<file path="src/rtl/busdmx_pkg.sv">
`timescale 1ns/1ps
package busdmx_pkg;
  typedef enum logic [2:0] {
    CYC_IDLE,
    CYC_MEM_RD,
    CYC_MEM_WR,
    CYC_IO_RD,
    CYC_IO_WR,
    CYC_CONFLICT
  } cyc_e;
endpackage

</file>
<file path="src/rtl/busdmx_ad_latch.sv">
`timescale 1ns/1ps
module busdmx_ad_latch #(
  parameter int unsigned LO_W = 8
) (
  input  logic            clk_i,
  input  logic            rst_ni,
  input  logic            ale_i,
  input  logic [LO_W-1:0] ad_i,
  output logic [LO_W-1:0] lo_o
);
  logic [LO_W-1:0] lo_q;

  always_ff @(posedge clk_i or negedge rst_ni) begin
    if (!rst_ni)    lo_q <= '0;
    else if (ale_i) lo_q <= ad_i;
  end

  // transparent while ale high, held otherwise
  assign lo_o = ale_i ? ad_i : lo_q;

  a_r3_hold_when_closed: assert property (@(posedge clk_i) disable iff (!rst_ni)
    (!ale_i && $past(!ale_i)) |-> $stable(lo_o));
endmodule

</file>
<file path="src/rtl/busdmx_strobe_gen.sv">
`timescale 1ns/1ps
module busdmx_strobe_gen
  import busdmx_pkg::*;
(
  input  logic clk_i,
  input  logic rst_ni,
  input  logic io_m_i,
  input  logic rd_ni,
  input  logic wr_ni,
  output cyc_e cyc_o,
  output logic mem_rd_no,
  output logic mem_wr_no,
  output logic io_rd_no,
  output logic io_wr_no,
  output logic conflict_o
);
  logic rd, wr;
  assign rd = !rd_ni;
  assign wr = !wr_ni;

  always_comb begin
    cyc_o = CYC_IDLE;
    if (rd && wr)      cyc_o = CYC_CONFLICT;
    else if (rd)       cyc_o = io_m_i ? CYC_IO_RD : CYC_MEM_RD;
    else if (wr)       cyc_o = io_m_i ? CYC_IO_WR : CYC_MEM_WR;
  end

  always_comb begin
    mem_rd_no  = 1'b1;
    mem_wr_no  = 1'b1;
    io_rd_no   = 1'b1;
    io_wr_no   = 1'b1;
    conflict_o = 1'b0;
    unique case (cyc_o)
      CYC_MEM_RD:   mem_rd_no  = 1'b0;
      CYC_MEM_WR:   mem_wr_no  = 1'b0;
      CYC_IO_RD:    io_rd_no   = 1'b0;
      CYC_IO_WR:    io_wr_no   = 1'b0;
      CYC_CONFLICT: conflict_o = 1'b1;
      default: ;
    endcase
  end

  a_r6_one_strobe: assert property (@(posedge clk_i) disable iff (!rst_ni)
    $countones({~mem_rd_no, ~mem_wr_no, ~io_rd_no, ~io_wr_no}) <= 1);
  a_r6_conflict_quiet: assert property (@(posedge clk_i) disable iff (!rst_ni)
    (!rd_ni && !wr_ni) |-> (conflict_o && mem_rd_no && mem_wr_no && io_rd_no && io_wr_no));
  a_r4_mem_rd_space: assert property (@(posedge clk_i) disable iff (!rst_ni)
    !mem_rd_no |-> (!io_m_i && !rd_ni && wr_ni));
  a_r5_io_wr_space: assert property (@(posedge clk_i) disable iff (!rst_ni)
    !io_wr_no |-> (io_m_i && !wr_ni && rd_ni));
endmodule

</file>
<file path="src/rtl/busdmx_addr_decode.sv">
`timescale 1ns/1ps
module busdmx_addr_decode
  import busdmx_pkg::*;
#(
  parameter int unsigned       ADDR_W        = 16,
  parameter logic [ADDR_W-1:0] MEM_BASE      = '0,
  parameter int unsigned       MEM_SIZE_LOG2 = 15,
  parameter logic [ADDR_W-1:0] MMIO_BASE     = 16'h8000
) (
  input  logic              clk_i,
  input  logic              rst_ni,
  input  logic              io_m_i,
  input  cyc_e              cyc_i,
  input  logic [ADDR_W-1:0] addr_i,
  output logic              mem_cs_no,
  output logic              mmio_in_cs_no,
  output logic              mmio_out_cs_no
);
  localparam logic [ADDR_W-1:0] MMIO_OUT = MMIO_BASE + {{(ADDR_W-1){1'b0}}, 1'b1};

  logic in_region, hit_in, hit_out;

  generate
    if (MEM_SIZE_LOG2 >= ADDR_W) begin : g_full
      assign in_region = 1'b1;
    end else begin : g_part
      assign in_region = addr_i[ADDR_W-1:MEM_SIZE_LOG2] == MEM_BASE[ADDR_W-1:MEM_SIZE_LOG2];
    end
  endgenerate

  assign hit_in  = addr_i == MMIO_BASE;
  assign hit_out = addr_i == MMIO_OUT;

  // mapped window carves its two addresses out of the region
  assign mem_cs_no      = !(!io_m_i && in_region && !hit_in && !hit_out);
  assign mmio_in_cs_no  = !(cyc_i == CYC_MEM_RD && hit_in);
  assign mmio_out_cs_no = !(cyc_i == CYC_MEM_WR && hit_out);

  a_r10_io_never_mapped: assert property (@(posedge clk_i) disable iff (!rst_ni)
    io_m_i |-> (mmio_in_cs_no && mmio_out_cs_no && mem_cs_no));
  a_r10_sel_exclusive: assert property (@(posedge clk_i) disable iff (!rst_ni)
    $countones({~mem_cs_no, ~mmio_in_cs_no, ~mmio_out_cs_no}) <= 1);
endmodule

</file>
<file path="src/rtl/busdmx_top.sv">
`timescale 1ns/1ps
module busdmx_top
  import busdmx_pkg::*;
#(
  parameter int unsigned       ADDR_W        = 16,
  parameter int unsigned       LO_W          = 8,
  parameter logic [ADDR_W-1:0] MEM_BASE      = '0,
  parameter int unsigned       MEM_SIZE_LOG2 = 15,
  parameter logic [ADDR_W-1:0] MMIO_BASE     = 16'h8000,
  localparam int unsigned      HI_W          = ADDR_W - LO_W
) (
  input  logic              clk_i,
  input  logic              rst_ni,
  input  logic              ale_i,
  input  logic [LO_W-1:0]   ad_i,
  input  logic [HI_W-1:0]   addr_hi_i,
  input  logic              io_m_i,
  input  logic              rd_ni,
  input  logic              wr_ni,
  input  logic [LO_W-1:0]   sys_rdata_i,
  output logic [ADDR_W-1:0] addr_o,
  output logic [LO_W-1:0]   port_o,
  output logic              mem_rd_no,
  output logic              mem_wr_no,
  output logic              io_rd_no,
  output logic              io_wr_no,
  output logic              conflict_o,
  output logic [LO_W-1:0]   cpu_data_o,
  output logic              cpu_data_oe_o,
  output logic [LO_W-1:0]   sys_wdata_o,
  output logic              sys_wdata_oe_o,
  output logic              mem_cs_no,
  output logic              mmio_in_cs_no,
  output logic              mmio_out_cs_no
);
  logic [LO_W-1:0] lo;
  cyc_e            cyc;

  busdmx_ad_latch #(.LO_W(LO_W)) u_latch (
    .clk_i  (clk_i),
    .rst_ni (rst_ni),
    .ale_i  (ale_i),
    .ad_i   (ad_i),
    .lo_o   (lo)
  );

  busdmx_strobe_gen u_strobe (
    .clk_i      (clk_i),
    .rst_ni     (rst_ni),
    .io_m_i     (io_m_i),
    .rd_ni      (rd_ni),
    .wr_ni      (wr_ni),
    .cyc_o      (cyc),
    .mem_rd_no  (mem_rd_no),
    .mem_wr_no  (mem_wr_no),
    .io_rd_no   (io_rd_no),
    .io_wr_no   (io_wr_no),
    .conflict_o (conflict_o)
  );

  assign addr_o = {addr_hi_i, lo};
  assign port_o = lo;

  busdmx_addr_decode #(
    .ADDR_W        (ADDR_W),
    .MEM_BASE      (MEM_BASE),
    .MEM_SIZE_LOG2 (MEM_SIZE_LOG2),
    .MMIO_BASE     (MMIO_BASE)
  ) u_decode (
    .clk_i          (clk_i),
    .rst_ni         (rst_ni),
    .io_m_i         (io_m_i),
    .cyc_i          (cyc),
    .addr_i         (addr_o),
    .mem_cs_no      (mem_cs_no),
    .mmio_in_cs_no  (mmio_in_cs_no),
    .mmio_out_cs_no (mmio_out_cs_no)
  );

  // data steering; enables keyed off the decoded cycle
  assign cpu_data_o     = sys_rdata_i;
  assign cpu_data_oe_o  = (cyc == CYC_MEM_RD) || (cyc == CYC_IO_RD);
  assign sys_wdata_o    = ad_i;
  assign sys_wdata_oe_o = (cyc == CYC_MEM_WR) || (cyc == CYC_IO_WR);

  a_r7_no_contention: assert property (@(posedge clk_i) disable iff (!rst_ni)
    !(cpu_data_oe_o && sys_wdata_oe_o));
  a_r7_drive_needs_rd: assert property (@(posedge clk_i) disable iff (!rst_ni)
    cpu_data_oe_o |-> (!rd_ni && wr_ni));
  a_r8_drive_needs_wr: assert property (@(posedge clk_i) disable iff (!rst_ni)
    sys_wdata_oe_o |-> (!wr_ni && rd_ni));
endmodule

</file>
<file path="config.mk">
export PLATFORM = sky130hd
export DESIGN_NAME = busdmx_top
export DESIGN_NICKNAME = d
export VERILOG_FILES = /design/src/rtl/busdmx_pkg.sv /design/src/rtl/busdmx_ad_latch.sv /design/src/rtl/busdmx_strobe_gen.sv /design/src/rtl/busdmx_addr_decode.sv /design/src/rtl/busdmx_top.sv
export SDC_FILE = /design/constraint.sdc
export NUM_CORES = 1
export LEC_CHECK = 0
export BUFFER_PORTS_ARGS = -buffer_cell sky130_fd_sc_hd__buf_2
export CAP_MARGIN = 40
export CORE_MARGIN = 8
export CORE_UTILIZATION = 30
export CTS_BUF_LIST = sky130_fd_sc_hd__clkbuf_8 sky130_fd_sc_hd__clkbuf_16
export DETAILED_ROUTE_END_ITERATION = 8
export GPL_TIMING_DRIVEN = 0
export PLACE_DENSITY_LB_ADDON = 0.2
export SYNTH_ARGS = -nofsm -noshare
export SYNTH_HDL_FRONTEND = slang
export SYNTH_HIERARCHICAL = 1
export SYNTH_SLANG_ARGS = --single-unit
</file>
<file path="constraint.sdc">
create_clock -name clk_i -period 1.9 [get_ports clk_i]
set_input_delay 0.095 -clock clk_i [delete_from_list [all_inputs] [get_ports clk_i]]
set_output_delay 0.095 -clock clk_i [all_outputs]
set_load 0.05 [all_outputs]
</file>
## Word-level counts from Yosys, hierarchy flattened

Index checks and enable logic that the tools add are counted.

| storage, ports and cells | value |
|---|---|
| register bits | 8 |
| bits in latches | 0 |
| RAM bits | 0 |
| memory bits (read-only) | 0 |
| output and inout port bits | 50 |
| logic and storage cells | 36 |
| memories kept | 0 |

| cells by class | value |
|---|---|
| add/subtract/negate cells | 0 |
| $mul | 0 |
| divide/modulo/power cells | 0 |
| order comparisons | 0 |
| eq/ne operators | 7 |
| shift operators | 0 |
| multiplexer cells | 11 |
| bitwise logic cells | 1 |
| reduce and logical (&&, ||, !) cells | 16 |

Operators by type and width:

| cell | number |
|---|---|
| == test 16 bit, second input constant | 2 |
| 2-to-1 mux 3 bit | 4 |
| logical NOT 1 bit | 8 |
| 2-to-1 mux 8 bit | 1 |
| == test 3 x 2 -> 1 bit, second input constant | 2 |
| == test 3 bit, second input constant | 2 |
| logical AND 1 bit | 6 |
| 2-to-1 mux 1 bit | 5 |
| == test 3 x 1 -> 1 bit, second input constant | 1 |
| logical OR 1 bit | 2 |
| 2-to-1 mux 2 bit | 1 |
| inverter 1 bit | 1 |

## Longest topological paths before layout

| depth | value |
|---|---|
| depth after elaboration | 7 |
| gate-level depth with buffers | 5 |

## Modules after synthesis

Netlist, hierarchy kept.

By module, submodules not included:

| module | times used | cells an instance | area an instance (µm²) |
|---|---|---|---|
| busdmx_ad_latch | 1 | 17 | 331.6 |
| busdmx_top | 1 | 35 | 261.5 |
| busdmx_addr_decode | 1 | 9 | 66.3 |
| busdmx_strobe_gen | 1 | 9 | 52.6 |

## Worst setup path after synthesis

No wires, ideal clock.

| path | value |
|---|---|
| path type | reg2out |
| from | register u_latch.lo_q[1] |
| to | output mmio_in_cs_no |
| data arrival time | 1826 ps |
| required time | 1805 ps |
| slack | -21 ps |
| stages on the path, launching flop included | 5 |
| cells stage by stage | dfrtp_1 > mux2_4 > nor4_1 > nand4_1 > or4b_1 |

| between the ends | value |
|---|---|
| word-level cells in the longest chain between the ends | 4 |

RTL lines:

| what | RTL line | RTL |
|---|---|---|
| start: declaration | busdmx_ad_latch.sv:11 | `logic [LO_W-1:0] lo_q;` |
| start signal: assignment | busdmx_ad_latch.sv:15 | `else if (ale_i) lo_q <= ad_i;` |
| 2-to-1 mux 8 bit | -- |  |
| named net port_o[1] | busdmx_top.sv:22 | `output logic [LO_W-1:0] port_o,` |
| == test 16 bit | busdmx_addr_decode.sv:31 | `assign hit_in = addr_i == MMIO_BASE;` |
| logical AND 1 bit | busdmx_addr_decode.sv:36 | `assign mmio_in_cs_no = !(cyc_i == CYC_MEM_RD && hit_in);` |
| logical NOT 1 bit | busdmx_addr_decode.sv:36 |  |
| end: declaration | busdmx_top.sv:33 | `output logic mmio_in_cs_no,` |

The timed path passes the listed nets, and every way through them passes these cells.

## Worst setup path in the final report

| path | value |
|---|---|
| from | register u_latch.lo_q[3] |
| to | output mmio_in_cs_no |

| between the ends | value |
|---|---|
| word-level cells in the longest chain between the ends | 4 |

RTL lines:

| what | RTL line |
|---|---|
| 2-to-1 mux 8 bit | -- |
| == test 16 bit | busdmx_addr_decode.sv:31 |
| logical AND 1 bit | busdmx_addr_decode.sv:36 |
| logical NOT 1 bit | busdmx_addr_decode.sv:36 |

Every way passes these cells.

==> impl_summary.log <==
[metrics] final count of pins violating max slew: 0
[metrics] maximum number of pins on one net before global-route repair: 9
[metrics] Synth-to-Final Area Change: 70.5%
[metrics] Buffers on Ports: 70
[metrics] crit share post-route: 108%
[metrics] XOR/XNOR Fraction of Synth Area: 1.23%
[metrics] CTS tree: built
[metrics] kind of launch point of the worst setup path: flip-flop
[metrics] clock sink count: 8
[metrics] Final ANT Viol Nets: 0
[metrics] most frequent cells in the layout: buf_2, buf_4, mux2_4, dfrtp_1, clkbuf_8
[metrics] Storage cell area: 200 um2
[metrics] Post-Syn Area per Cell: 10.2 um2
[metrics] registers with the most flip-flops: u_latch/lo_q x8
[metrics] fraction of layout instances using a drive strength above 1: 84.9%
[metrics] multi-input logic area: 287 um2
[metrics] number of enable-type register cells in the synthesized netlist: 0
[metrics] number of buffers created by CTS: 3
[metrics] Yosys cell types: 20
[metrics] number of hold-slack violations in the final timing report: 0
[metrics] pwr/cell area: 736 mW/mm2
[metrics] area share of and/or/nand/nor cells after synthesis: 16.7%
[metrics] vias in the first global route: 793
[metrics] average routed wire per standard cell: 12.4 um
[metrics] largest area contributor in the synthesized netlist: buf_4
[metrics] Biggest register: u_latch/lo_q
[metrics] cell area after synthesis: 712 um2
[metrics] proportion of power drawn by combinational gates: 56.5%
[metrics] dominant combinational cell family by area after synthesis: buffers and inverters
[metrics] DRC violation total after the first TritonRoute iteration: 11
[metrics] top cell type's share of synthesized area: 33.7%
[metrics] placer's final routability congestion estimate: 0.703
[metrics] Antenna Cells: 0
[metrics] crit end category: output port
[metrics] RSZ-0062 raised after global routing: true
[metrics] Async S/R FF share, synth: 100%
[metrics] global-route wire length before repair: 3510 um
[metrics] Highest Clock Rate: 489 MHz
[metrics] Synth Instances: 70
[metrics] area of the placeable core: 0.00223 mm2
[metrics] final std cells w/o fill: 174
[metrics] cell-internal power: 0.000484 W
[metrics] Post-Place Worst Slack: -58.2 ps
[metrics] Clock Tree Root: clkbuf_8
[metrics] Remaining DRCs: 0
[metrics] reported leakage power: 0.683 nW
[metrics] Post-Route WL: 2160 um
[metrics] number of flip-flops in the largest register: 8
[metrics] vias per cell: 4.07
[metrics] endpoint arrival time on the critical path: 1950 ps
[metrics] share of the yosys chip area belonging to registers: 28.1%
[metrics] post-synthesis share of cell area spent on full adders, half adders and majority gates: 0%
[metrics] Worst Setup Slack, final: -144 ps
[metrics] worst voltage drop across the vdd grid: 0.303 mV
[metrics] worst rel slew slack: 78.9%
[metrics] maximum buffer depth of the clock tree: 2
[metrics] fraction of power consumed by the clock network: 21.9%
[metrics] final cell utilization of the core: 54.3%
[metrics] failing checks: negative setup slack
[metrics] number of placed instances, taps included: 168
[metrics] critical path type: flip-flop to output port
[metrics] final setup skew: 0 ps
[metrics] worst slew pin tran: 317 ps
[metrics] Detailed Routing Iterations Pass 1: 3
[metrics] peak fanout along the critical path: 4
[metrics] clock slew seen by the registers of the worst setup and hold paths: 40 ps
[metrics] Sw Ratio: 45.8%
[metrics] fin area: 0.00121 mm2
[metrics] IO Pins: 80
[metrics] count of nets after finishing: 178
[metrics] primary flip-flop cell chosen by synthesis mapping: dfrtp_1
[metrics] min-delay worst type: input port to flip-flop
[metrics] Total GRT Usage: 10.3%
[metrics] largest cells by area after synthesis: buf_4, dfrtp_1, mux2_4
[metrics] area enclosed by the die boundary: 0.00419 mm2
[metrics] placement row count: 17
[metrics] run status: complete, but fails checks
[metrics] Die Wd: 64.7 um
[metrics] required time reported for the critical path endpoint: 1800 ps
[metrics] detailed placement HPWL: 1860 um
[metrics] # setup viols final: 2
[metrics] net count after synthesis: 100
[metrics] floorplan die height: 64.7 um
[metrics] commonest non-fill, non-tap cell in the layout: buf_2
[metrics] Net Sw Power: 0.000409 W
[metrics] Max-Cap Viols: 0
[metrics] total vias in the final route: 709
[metrics] Clk Latency, worst-skew pair: 220 ps
[metrics] Sequential Power Share: 21.6%
[metrics] compound-cell area share of the yosys netlist: 0.703%
[metrics] starting utilization of the core area: 31.9%
[metrics] remaining global-route overflow: 0
[metrics] number of antenna violations at the first check in global routing: 0
[metrics] multiplexer share of the synthesized area: 16.9%
[metrics] synthesis-stage register bit count: 8
[metrics] layout filler cell count: 204
[metrics] Tmin final: 2040 ps
[metrics] cell area after placement: 0.00110 mm2
[metrics] H-tree depth: 1
[metrics] number of warnings printed during yosys synthesis: 6
==> power groups by stage <==
stage	Combinational [W]	Sequential, W	Clock, W
final	0.000505	0.000193	0.000196
after global routing	0.000530	0.000194	0.000211
after CTS	0.000511	0.000193	0.000203
after detailed placement	0.000490	0.000195	0
after global placement	0.000488	0.000194	0
after floorplan	0.000387	0.000194	0
==> final cells by class <==
type	count	share of cell area, %
inverter	2	0.619
buffer	33	20.7
sequential	8	16.5
multi-input combinational	27	23.6
tap	28	2.89
timing repair buffer	73	32.3
clock buffer	3	3.40
==> Yosys cell counts (2+ instances only) <==
cell     count
mux2_4       8
nor4_1       3
buf_4       32
inv_1        2
nor2_1       2
dfrtp_1      8
or3_1        2
==> critical path: stages (launching register included) <==
cell and delay, ps:
dfrtp_1 360, mux2_4 300, nor4_4 260, nand4_1 130, or4b_4 510, buf_8 170
==> per-layer routing <==
| layer | routed length [um] | GRT usage [%] | share of wire, % | vias up |
|---|---|---|---|---|
| met4 | 21 | 5.72 | 0.97 | 0 |
| met5 | 0 | 0 | 0 | - |
| met2 | 949 | 16.0 | 44 | 56 |
| met1 | 875 | 11.1 | 40 | 294 |
| met3 | 314 | 5.15 | 15 | 2 |
| li1 | - | - | - | 357 |
==> worst paths after layout <==
path | start | cells past startpoint | end | slack (ps)
max | u_latch/lo_q[3]$_DFF_PN0_ | 5 | mmio_in_cs_no | -140
min | ad_i[0] | 2 | u_latch/lo_q[0]$_DFF_PN0_ | 170
max reg2reg | u_latch/lo_q[4]$_DFF_PN0_ | 2 | u_latch/lo_q[4]$_DFF_PN0_ | 1010
min reg2reg | u_latch/lo_q[0]$_DFF_PN0_ | 1 | u_latch/lo_q[0]$_DFF_PN0_ | 520
max in group asynchronous | rst_ni | 2 | u_latch/lo_q[0]$_DFF_PN0_ | 1480
min in group asynchronous | rst_ni | 2 | u_latch/lo_q[3]$_DFF_PN0_ | 250
==> kinds of logic after synthesis <==
| kind of cell | after synthesis |
|---|---|
| muxes | 8 |
| AOI/OAI and AO/OA | 1 |
| buffers and inverters | 35 |
| and+or+nand+nor | 17 |
| DFF | 8 |
| xor gates and xnor gates | 1 |
==> repair_timing <==
| item | 4_1_cts | 5_1_grt |
|---|---|---|
| pin swaps | 2 | 3 |
| buffers inserted | 2 | 0 |
| hold buffers | 1 | 0 |
| hold endpoints to repair | 8 | 0 |
| resized for setup | 8 | 1 |
| setup endpoints to repair | 2 | 2 |
==> stage by stage <==
step / TNS [ps] / hold slack [ps] / total power (W)
2_1_floorplan: 0 / -201 / 0.000581
3_3_place_gp: -43.5 / -54.8 / 0.000682
3_5_place_dp: -58.2 / -54.0 / 0.000685
4_1_cts: -196 / 164 / 0.000907
5_1_grt: -316 / 174 / 0.000936
6_report: -155 / 167 / 0.000894
No activity file was read; power rests on OpenSTA's default activity.
